==> src/rtl/slotpwm_pkg.sv <==
package slotpwm_pkg;

    // Position class of the current slot within the sample period.
    typedef enum logic [1:0] {
        SEQ_FINE   = 2'd0,
        SEQ_COARSE = 2'd1,
        SEQ_TAIL   = 2'd2
    } seq_state_e;

endpackage

==> src/rtl/slotpwm_shadow.sv <==
module slotpwm_shadow #(
    parameter int DATA_W = 10
) (
    input  logic              clk,
    input  logic              rst_n,
    input  logic              wr_en,
    input  logic [DATA_W-1:0] wr_data,
    input  logic              rate_sel,
    input  logic              load,
    output logic [DATA_W-1:0] cur_val,
    output logic              cur_slow
);

    logic [DATA_W-1:0] pend_q;
    logic [DATA_W-1:0] cur_q;
    logic              slow_q;

    // Host writes land in pend_q; the period in use reads only cur_q.
    always_ff @(posedge clk or negedge rst_n) begin
        if (!rst_n) begin
            pend_q <= '0;
            cur_q  <= '0;
            slow_q <= 1'b0;
        end else begin
            if (wr_en) begin
                pend_q <= wr_data;
            end
            if (load) begin
                cur_q  <= pend_q;
                slow_q <= rate_sel;
            end
        end
    end

    assign cur_val  = cur_q;
    assign cur_slow = slow_q;

endmodule

==> src/rtl/slotpwm_seq.sv <==
module slotpwm_seq
    import slotpwm_pkg::*;
#(
    parameter int HI_W       = 5,
    parameter int LO_W       = 5,
    parameter int SLOW_TICKS = 2
) (
    input  logic            clk,
    input  logic            rst_n,
    input  logic            tick_en,
    input  logic            slow,
    output seq_state_e      state,
    output logic [LO_W-1:0] grp,
    output logic [HI_W-1:0] slot,
    output logic            wrap
);

    localparam int ACTIVE_SLOTS = 2 ** (HI_W + LO_W);
    localparam int TAIL_TICKS   = ACTIVE_SLOTS / 4;
    localparam int TAIL_W       = (TAIL_TICKS > 1) ? $clog2(TAIL_TICKS) : 1;
    localparam int SUB_W        = (SLOW_TICKS > 1) ? $clog2(SLOW_TICKS) : 1;
    localparam logic [TAIL_W-1:0] TAIL_LAST = TAIL_W'(TAIL_TICKS - 1);
    localparam logic [SUB_W-1:0]  SUB_LAST  = SUB_W'(SLOW_TICKS - 1);

    seq_state_e        state_q;
    seq_state_e        state_d;
    logic [LO_W-1:0]   grp_q;
    logic [HI_W-1:0]   slot_q;
    logic [TAIL_W-1:0] tail_q;
    logic [SUB_W-1:0]  sub_q;
    logic              step;
    logic              last_slot;
    logic              last_grp;
    logic              last_tail;
    logic              wrap_d;

    // One slot step per tick at the fast rate, every SLOW_TICKS ticks at the slow rate.
    assign step      = tick_en && (!slow || (sub_q == SUB_LAST));
    assign last_slot = (slot_q == '1);
    assign last_grp  = (grp_q == '1);
    assign last_tail = (tail_q == TAIL_LAST);

    // State register.
    always_ff @(posedge clk or negedge rst_n) begin
        if (!rst_n) begin
            state_q <= SEQ_FINE;
        end else begin
            state_q <= state_d;
        end
    end

    // Next state and period wrap.
    always_comb begin
        state_d = state_q;
        wrap_d  = 1'b0;
        unique case (state_q)
            SEQ_FINE: begin
                if (step) begin
                    state_d = SEQ_COARSE;
                end
            end
            SEQ_COARSE: begin
                if (step && last_slot) begin
                    if (!last_grp) begin
                        state_d = SEQ_FINE;
                    end else if (slow) begin
                        state_d = SEQ_FINE;
                        wrap_d  = 1'b1;
                    end else begin
                        state_d = SEQ_TAIL;
                    end
                end
            end
            SEQ_TAIL: begin
                if (tick_en && last_tail) begin
                    state_d = SEQ_FINE;
                    wrap_d  = 1'b1;
                end
            end
            default: begin
                state_d = SEQ_FINE;
            end
        endcase
    end

    // Position counters.
    always_ff @(posedge clk or negedge rst_n) begin
        if (!rst_n) begin
            grp_q  <= '0;
            slot_q <= '0;
            tail_q <= '0;
            sub_q  <= '0;
        end else if (tick_en) begin
            unique case (state_q)
                SEQ_FINE, SEQ_COARSE: begin
                    if (slow && !step) begin
                        sub_q <= sub_q + 1'b1;
                    end else begin
                        sub_q <= '0;
                    end
                    if (step) begin
                        slot_q <= slot_q + 1'b1;
                        if (last_slot) begin
                            grp_q <= grp_q + 1'b1;
                        end
                    end
                end
                SEQ_TAIL: begin
                    tail_q <= last_tail ? '0 : tail_q + 1'b1;
                end
                default: begin
                    tail_q <= '0;
                end
            endcase
        end
    end

    assign state = state_q;
    assign grp   = grp_q;
    assign slot  = slot_q;
    assign wrap  = wrap_d;

endmodule

==> src/rtl/slotpwm_level.sv <==
module slotpwm_level
    import slotpwm_pkg::*;
#(
    parameter int HI_W = 5,
    parameter int LO_W = 5
) (
    input  seq_state_e            state,
    input  logic [LO_W-1:0]       grp,
    input  logic [HI_W-1:0]       slot,
    input  logic [HI_W+LO_W-1:0]  cur_val,
    output logic                  level
);

    logic [HI_W-1:0] coarse;
    logic [LO_W-1:0] fine;

    assign coarse = cur_val[HI_W+LO_W-1:LO_W];
    assign fine   = cur_val[LO_W-1:0];

    // Output decode from registered position only.
    always_comb begin
        unique case (state)
            SEQ_FINE:   level = (grp < fine);
            SEQ_COARSE: level = (slot <= coarse);
            SEQ_TAIL:   level = 1'b0;
            default:    level = 1'b0;
        endcase
    end

endmodule

==> src/rtl/slotpwm_top.sv <==
module slotpwm_top
    import slotpwm_pkg::*;
#(
    parameter int HI_W       = 5,
    parameter int LO_W       = 5,
    parameter int SLOW_TICKS = 2
) (
    input  logic                 clk,
    input  logic                 rst_n,
    input  logic                 tick_en,
    input  logic                 wr_en,
    input  logic [HI_W+LO_W-1:0] wr_data,
    input  logic                 rate_sel,
    output logic                 pwm_out
);

    localparam int DATA_W = HI_W + LO_W;

    seq_state_e      seq_state;
    logic [LO_W-1:0] seq_grp;
    logic [HI_W-1:0] seq_slot;
    logic            seq_wrap;
    logic [DATA_W-1:0] cur_val;
    logic            cur_slow;
    logic            level;

    slotpwm_shadow #(
        .DATA_W (DATA_W)
    ) u_shadow (
        .clk      (clk),
        .rst_n    (rst_n),
        .wr_en    (wr_en),
        .wr_data  (wr_data),
        .rate_sel (rate_sel),
        .load     (seq_wrap),
        .cur_val  (cur_val),
        .cur_slow (cur_slow)
    );

    slotpwm_seq #(
        .HI_W       (HI_W),
        .LO_W       (LO_W),
        .SLOW_TICKS (SLOW_TICKS)
    ) u_seq (
        .clk     (clk),
        .rst_n   (rst_n),
        .tick_en (tick_en),
        .slow    (cur_slow),
        .state   (seq_state),
        .grp     (seq_grp),
        .slot    (seq_slot),
        .wrap    (seq_wrap)
    );

    slotpwm_level #(
        .HI_W (HI_W),
        .LO_W (LO_W)
    ) u_level (
        .state   (seq_state),
        .grp     (seq_grp),
        .slot    (seq_slot),
        .cur_val (cur_val),
        .level   (level)
    );

    assign pwm_out = level;

endmodule

==> config.mk <==
export PLATFORM = sky130hd
export DESIGN_NAME = slotpwm_top
export DESIGN_NICKNAME = d
export VERILOG_FILES = /design/src/rtl/slotpwm_pkg.sv /design/src/rtl/slotpwm_shadow.sv /design/src/rtl/slotpwm_seq.sv /design/src/rtl/slotpwm_level.sv /design/src/rtl/slotpwm_top.sv
export SDC_FILE = /design/constraint.sdc
export NUM_CORES = 1
export LEC_CHECK = 0
export BUFFER_PORTS_ARGS = -buffer_cell sky130_fd_sc_hd__buf_2
export CORE_ASPECT_RATIO = 1.1
export CORE_MARGIN = 2
export CORE_UTILIZATION = 64
export DETAILED_ROUTE_END_ITERATION = 7
export PLACE_DENSITY = 0.84
export SYNTH_ARGS = -nofsm -noshare
export SYNTH_HDL_FRONTEND = slang
export SYNTH_SLANG_ARGS = --single-unit
==> constraint.sdc <==
create_clock -name clk -period 3.3 [get_ports clk]
set_clock_uncertainty 0.15 [all_clocks]
set_input_delay 0.825 -clock clk [delete_from_list [all_inputs] [get_ports clk]]
set_output_delay 0.825 -clock clk [all_outputs]
set_load 0.01 [all_outputs]
==> summary.txt, run 1 <==
Run status
  • Outcome: completed

Power and ir drop
  • Sequential fraction of design power: between 50 and 60%
  • Clock Power Share: between 20% and 30%
  • P_leak: 1.083 nW
  • Max VDD drop: between 400 and 500 uV
  • P_int: about 0.00081 W
  • Pwr Density: between 500 and 600 mW/mm^2
  • P_sw: ~0.00040 W
  • Combinational share of power: a little over a quarter
  • Sw frac: about 33%

Global route
  • First-pass GRT wire length: roughly 6600 microns
  • Initial antenna violation count: 0
  • Grt met2 use: around two fifths
  • Largest net degree at the start of global routing: 43
  • GR met3 Demand/Resource: 7.385%
  • Vias in the first global route: 1475
  • All-Layer GR Usage: 23.37%
  • Total gr overflow: 0
  • Met1 GRT Util: around 26%
  • Most used routing layer: met2

Final layout
  • Share of cells above drive strength 1: between 20 and 25%
  • Multi-input logic area: 0.001008 sq mm
  • P&R area growth vs syn: 6.838%
  • Final Util: a little over two thirds
  • Final cell count without fillers: 242
  • Most common cell after layout, fill and taps aside: dfrtp_1
  • Antenna Cells: 0
  • FF+latch area: 0.001051 sq mm
  • Nets: roughly 240
  • Most frequent cells in the layout: dfrtp_1, mux2_2, ha_1
  • Fill cells: roughly 240

Drt
  • Avg WL per Cell: ~15 microns
  • Routed WL: 3680 microns
  • Vias per Instance: between 5 and 6
  • Initial DRC Count: 85
  • DRT Pass-1 Iters: 4
  • Number of remaining DRC errors: 0
  • Via count: ~1.4k
  • Remaining antenna violation count after routing: 0

Setup path
  • Worst endpoint required time: about 2.3 ns
  • Crit Path Max Fanout: 3
  • Worst setup EP type: output pin
  • WP data arrival: about 1.8 ns
  • Critical path startpoint category: flop
  • Critical path class: flop to output pin

CTS
  • CTS Hold Bufs: 0
  • Clk Latency, worst-skew pair: ~0.36 ns
  • Clk root buf: clkbuf_4
  • Reg clk slew, reported paths: between 0.1 and 0.15 ns
  • H-tree Lvls: 2
  • CTS Buffer Depth: 2
  • Clock sink count: 42
  • CTS resizes: 0
  • Num CTS Buffers: 5
  • Postcts setup bufs: 0
  • TritonCTS clock tree: yes

Timing
  • Tcrit/Tclk final: a little over four fifths
  • RSZ-0062 raised after global routing: false
  • Slew @ Worst Pin: about 0.90 ns
  • Headroom to the max-slew limit: 39.89%
  • Worst hold slack: roughly 0.34 ns
  • Fmax: about 360 MHz
  • Setup TNS: 0 ns
  • PnR worst setup slack: around 0.50 ns
  • Final min period: around 2.8 ns
  • Final hold violation count: 0
  • Setup violators final: 0
  • Fin. max-slew vios: 0

Yosys
  • Syn Inst Count: 189
  • Register area share after synthesis: between 40% and 50%
  • Synthesized cell area: around 0.0021 sq mm
  • Syn Area/Cell: approximately 11 sq um
  • Synth cell types: 35
  • Yosys reg bits: 42
  • Yosys warns: 0
  • Syn Nets: 221

Placed design
  • Placer's final routability congestion estimate: around 0.86
  • Setup Slack @ Placement: a little over 0.8 ns
  • Cell Count Post-Placement: about 230
  • Port Buffers: 15
  • Hpwl dp: 2858 microns

Die
  • Initial Utilization: 65.36%
  • Core Area: between 0.003 and 0.004 sq mm
  • Die width: between 50 and 60 microns
  • Ports: 16
  • Die height: between 60 and 70 microns
  • Die ar.: 0.003824 sq mm
  • Placement Rows: 22

Hold path
  • Min-Delay Path Class: flop to flop

Run
  • Max Cap Viol: 0
cell usage after synthesis (all sizes together):
library cell  number  area (sq um)
a21o               1         7.510
a21oi              6         33.78
a221o              1         10.01
a221oi             1         8.760
a31oi              2         12.51
and3               5         31.28
and4               2         20.02
buf                4         25.02
clkbuf             2         7.510
dfrtp             42          1051
ha                17         212.7
inv               13         48.80
mux2              27         304.1
mux2i              1         10.01
nand2             16         60.06
nand2b             4         25.02
nand3             10         50.05
nand4              3         18.77
nor2               3         11.26
nor3b              1         7.510
nor4               1         6.260
o21ai             12         60.06
o221ai             1         8.760
o22ai              1         6.260
o2bb2ai            1         8.760
o31ai              2         15.01
or2                3         18.77
or3b               1         8.760
xnor2              5         43.79
xor2               1         8.760
power by group through the flow:
| stage | clock network, W | logic (W) | registers, W |
|---|---|---|---|
| after floorplan | 0 | 0.000253 | 0.000620 |
| after global placement | 0 | 0.000308 | 0.000629 |
| after detailed placement | 0 | 0.000337 | 0.000635 |
| after CTS | 0.000259 | 0.000337 | 0.000625 |
| after global routing | 0.000280 | 0.000382 | 0.000635 |
| final | 0.000255 | 0.000331 | 0.000624 |
routing by layer:
layer / wire length [microns] / vias to the layer above
li1: - / 698
met1: 1463 / 696
met2: 2006 / 30
met3: 137 / 11
met4: 72 / 0
met5: 0 / -
final timing paths:
check / cells past startpoint / startpoint / slack [ns] / to
setup / recovery: 6 / u_seq.slot[4] / 0.50 / pwm_out
hold reg to reg: 1 / u_seq.tail_q[7] / 0.34 / u_seq.tail_q[7]
hold / removal: 1 / u_seq.tail_q[7] / 0.34 / u_seq.tail_q[7]
max in group asynchronous: 1 / rst_n / 2.01 / u_seq.grp[0]
setup reg to reg: 7 / u_seq.slot[1] / 0.81 / u_shadow.cur_val[3]
min in group asynchronous: 1 / rst_n / 0.43 / u_seq.slot[1]
cells by family (layout without fill, tap and decap cells):
kind of cell    count (synthesis)  count (layout)  synth area share (%)
buf+inv                        19              36                 3.799
mux                            28              28                 14.67
flops                          42              42                 49.09
simple gates                   49              49                 12.04
compound gates                 28              28                 8.007
xor+xnor                        6               6                 2.455
fa+ha+maj                      17              17                 9.936
worst max-delay path, stage by stage (launching register included):
cell	delay (ns)
dfrtp_1	0.42
ha_1	0.34
a21oi_1	0.13
nand2_1	0.06
o22ai_1	0.20
o2bb2ai_1	0.16
buf_2	0.16
per-stage QoR:
step / instance area, sq um / total power [W]
finish: 2287 / 0.001211
detailed placement: 2228 / 0.0009713
global placement: 2228 / 0.0009367
floorplan: 2141 / 0.0008727
CTS: 2287 / 0.001222
global route: 2287 / 0.001296
flip-flops by register name (all words and copies together), names as in the netlist:
| name | flops |
|---|---|
| u_seq.state | 2 |
| u_seq.slot | 5 |
| u_shadow.cur_val | 10 |
| u_seq.tail_q | 8 |
| u_seq.grp | 5 |
| u_shadow.cur_slow | 1 |
| u_seq.sub_q | 1 |
| u_shadow.pend_q | 10 |
cell type report:
class | count | area share (%)
Sequential cell | 42 | 45.95
Clock buffer | 5 | 1.641
Inverter | 13 | 2.133
Multi-Input combinational cell | 128 | 44.09
Clock inverter | 3 | 0.9300
Tap cell | 36 | 1.969
Timing Repair Buffer | 15 | 3.282
Power figures use the tool's default switching activity.
==> inputs of run 2 (changes only) <==
--- a/config.mk
+++ b/config.mk
@@ -5,12 +5,13 @@
 export SDC_FILE = /design/constraint.sdc
 export NUM_CORES = 1
 export LEC_CHECK = 0
+export ABC_AREA = 1
 export BUFFER_PORTS_ARGS = -buffer_cell sky130_fd_sc_hd__buf_2
 export CORE_ASPECT_RATIO = 1.1
 export CORE_MARGIN = 2
-export CORE_UTILIZATION = 64
+export CORE_UTILIZATION = 59
 export DETAILED_ROUTE_END_ITERATION = 7
-export PLACE_DENSITY = 0.84
+export PLACE_DENSITY = 0.78
 export SYNTH_ARGS = -nofsm -noshare
 export SYNTH_HDL_FRONTEND = slang
 export SYNTH_SLANG_ARGS = --single-unit
==> constraint.sdc (replaced) <==
create_clock -name clk -period 2.6 [get_ports clk]
set_clock_uncertainty 0.15 [all_clocks]
set_input_delay 0.65 -clock clk [delete_from_list [all_inputs] [get_ports clk]]
set_output_delay 0.65 -clock clk [all_outputs]
set_load 0.01 [all_outputs]
==> run 2 against run 1 <==
Via count up 13%. Die area grew 12%. Final cell count grew 31%. Critical path depth rose by 1. First-iteration DRC count is 22% lower. Wire length rose by 9.0%. Power is 67% higher. Worst setup slack got worse by 0.40 ns. Critical path type unchanged.
==> summary.txt, run 2 <==
Power and ir drop
  • Pwr Density: approximately 800 mW/mm^2
  • Sw frac: 32.56%
  • P_leak: between 1 and 1.5 nW
  • Combinational share of power: approximately 29%
  • Max VDD drop: just under 500 uV
  • P_sw: around 0.00066 W
  • P_int: ~0.0014 W
  • Sequential fraction of design power: around two fifths
  • Clock Power Share: a little under a third

Timing
  • Setup violators final: 0
  • Slew @ Worst Pin: roughly 0.52 ns
  • Fin. max-slew vios: 0
  • Final hold violation count: 0
  • Headroom to the max-slew limit: about 65%
  • Tcrit/Tclk final: 95.95%
  • Worst hold slack: 0.2613 ns
  • Fmax: approximately 400 MHz
  • PnR worst setup slack: between 0.1 and 0.15 ns
  • Final min period: between 2 and 2.5 ns

Drt
  • Remaining antenna violation count after routing: 0
  • Routed WL: ~4000 microns
  • Via count: around 1.6k
  • DRT Pass-1 Iters: 4
  • Top routing layer in use: met4
  • Met1 Routed Length: between 2000 and 2500 microns
  • Initial DRC Count: 66
  • Avg WL per Cell: between 10 and 15 microns
  • WL met3: roughly 120 microns
  • Met2 wire length: between 1500 and 2000 microns
  • Vias per Instance: 5.104
  • Number of remaining DRC errors: 0

CTS
  • Clock sink count: 42
  • Clk Latency, worst-skew pair: just under 0.3 ns
  • CTS Hold Bufs: 0
  • TritonCTS clock tree: yes
  • H-tree Lvls: 2
  • Clk root buf: clkbuf_8
  • CTS Buffer Depth: 2
  • Num CTS Buffers: 5
  • Reg clk slew, reported paths: ~0.08 ns

Setup path
  • Max stage delay on crit path: around 0.44 ns
  • Worst setup EP type: output pin
  • Critical path class: flop to output pin
  • Worst endpoint required time: 1.80 ns
  • Critical path depth in cells: 7
  • Critical path startpoint category: flop
  • Worst r2r path cells: 10
  • Delay-heaviest family, CP: flip-flops
  • Sum of buffers and inverters on the critical path: 2
  • Crit Path Max Fanout: 4
  • CP cell instances: ha_1, nand2_1, inv_1, o21ai_1, nand4_1, nand2_2, buf_2
  • Slowest CP cell: dfrtp_1
  • WP data arrival: between 1.5 and 2 ns

Yosys
  • Top-count cell post-synth: nand2_1
  • Top post-synthesis cells by count: nand2_1, dfrtp_1, inv_1
  • Synthesized cell area: around 0.0022 sq mm
  • Syn Nets: around 280
  • Yosys reg bits: 42
  • Syn Area/Cell: 9.070 sq um
  • Post-synth top flop: dfrtp_1
  • Asr flop ratio synth: between 90% and 100%
  • Synth top area cells: dfrtp_1, nand2_1, ha_1, inv_1, mux2_2
  • Yosys warns: 0
  • Synth cell types: 28
  • Register area share after synthesis: between 40% and 50%
  • Syn Inst Count: 245
  • Area share of the largest cell type after synthesis: between 40 and 50%
  • Number of flops mapped to enable cells by yosys: 0
  • Cell accounting for the most synthesized area: dfrtp_1

Global route
  • Vias in the first global route: about 1.6k
  • Largest net degree at the start of global routing: 43
  • Initial antenna violation count: 0
  • First-pass GRT wire length: a little under 7000 microns
  • Total gr overflow: 0
  • All-Layer GR Usage: just over 20%

Run
  • Max Cap Viol: 0

Final layout
  • Most frequent cells in the layout: nand2_1, dfrtp_1, inv_1
  • Antenna Cells: 0
  • Share of cells above drive strength 1: between 10% and 20%
  • Final cell count without fillers: between 300 and 400
  • Most common cell after layout, fill and taps aside: nand2_1
  • Nets: 299
  • P&R area growth vs syn: 13.18%

Die
  • Core Area: 0.003626 sq mm
  • Die width: between 60 and 70 microns
  • Die ar.: between 0.004 and 0.005 sq mm
  • Initial Utilization: between 60 and 70%
  • Ports: 16
  • Placement Rows: 23
  • Die height: between 60 and 70 microns

Run status
  • Outcome: completed

Placed design
  • Placer's final routability congestion estimate: 0.7505
  • Cell Count Post-Placement: 308
  • Hpwl dp: roughly 2800 microns
  • Port Buffers: 15
  • Setup Slack @ Placement: 0.4337 ns

Hold path
  • Min-Delay Path Class: input pin to async pin
## run 2: changes by cell type after synthesis, sizes merged, moves of 5 or more
| cell | previous run | this run |
|---|---|---|
| nand3 | 10 | 22 |
| o21ai | 12 | 4 |
| inv | 13 | 31 |
| nor2 | 3 | 19 |
| xor2 | 1 | 6 |
| nand2 | 16 | 70 |
| mux2 | 27 | 10 |
## run 2: layout make-up
type	instances	area (sq um)
Clock inverter	3	68.82
Tap cell	50	62.56
Fill cell	299	1111
Sequential cell	42	1051
Inverter	31	116.4
Clock buffer	5	68.82
Multi-Input combinational cell	168	1042
Timing Repair Buffer	19	105.1
## run 2: final timing paths
path	from	endpoint	slack [ns]
setup / recovery	u_seq.grp[2]	pwm_out	0.11
hold / removal	rst_n	u_seq.slot[3]	0.26
setup reg to reg	u_seq.slot[0]	u_shadow.cur_val[1]	0.47
hold reg to reg	u_shadow.cur_val[6]	u_shadow.cur_val[6]	0.33
max in group asynchronous	rst_n	u_seq.tail_q[4]	1.67
min in group clk	u_shadow.cur_val[6]	u_shadow.cur_val[6]	0.33
## run 2: metrics by stage
| stage | util [%] | area (sq um) | setup TNS, ns | total power [W] |
|---|---|---|---|---|
| 6_report | 69.36 | 2515 | 0 | 0.002024 |
| 5_1_grt | 69.36 | 2515 | -0.008985 | 0.002154 |
| 3_3_place_gp | 64.73 | 2347 | 0 | 0.001352 |
| 2_1_floorplan | - | 2222 | 0 | 0.001231 |
| 3_5_place_dp | 64.73 | 2347 | 0 | 0.001367 |
| 4_1_cts | 68.53 | 2485 | 0 | 0.001998 |
## run 2: cells by family (layout without fill, tap and decap cells)
logic type | count (synthesis) | after routing | synth area share (%)
and+or+nand+nor | 119 | 119 | 24.89
DFF | 42 | 42 | 47.30
buffers and inverters | 35 | 58 | 6.475
adders and majority gates | 17 | 17 | 9.572
AOI/OAI and AO/OA | 14 | 14 | 3.491
muxes | 11 | 11 | 5.518
xor gates and xnor gates | 7 | 7 | 2.759
## run 2: power by group through the flow
stage	sequential (W)	combinational [W]	clock [W]
2_1_floorplan	0.000816	0.000415	0
3_3_place_gp	0.000834	0.000518	0
3_5_place_dp	0.000832	0.000535	0
4_1_cts	0.000822	0.000546	0.000630
5_1_grt	0.000846	0.000659	0.000649
6_report	0.000827	0.000578	0.000618
## run 2: per-layer routing
layer | vias to the layer above | GRT usage (%)
li1 | 832 | -
met1 | 756 | 26.06
met2 | 25 | 34.54
met3 | 10 | 4.770
met4 | 0 | 8.333
met5 | - | 0
## run 2: what timing repair did
| action | 4_1_cts | 5_1_grt |
|---|---|---|
| endpoints found under the setup margin | 0 | 1 |
| gates resized for setup | 0 | 3 |
| buffers inserted | 0 | 2 |
| hold endpoints to repair | 0 | 0 |
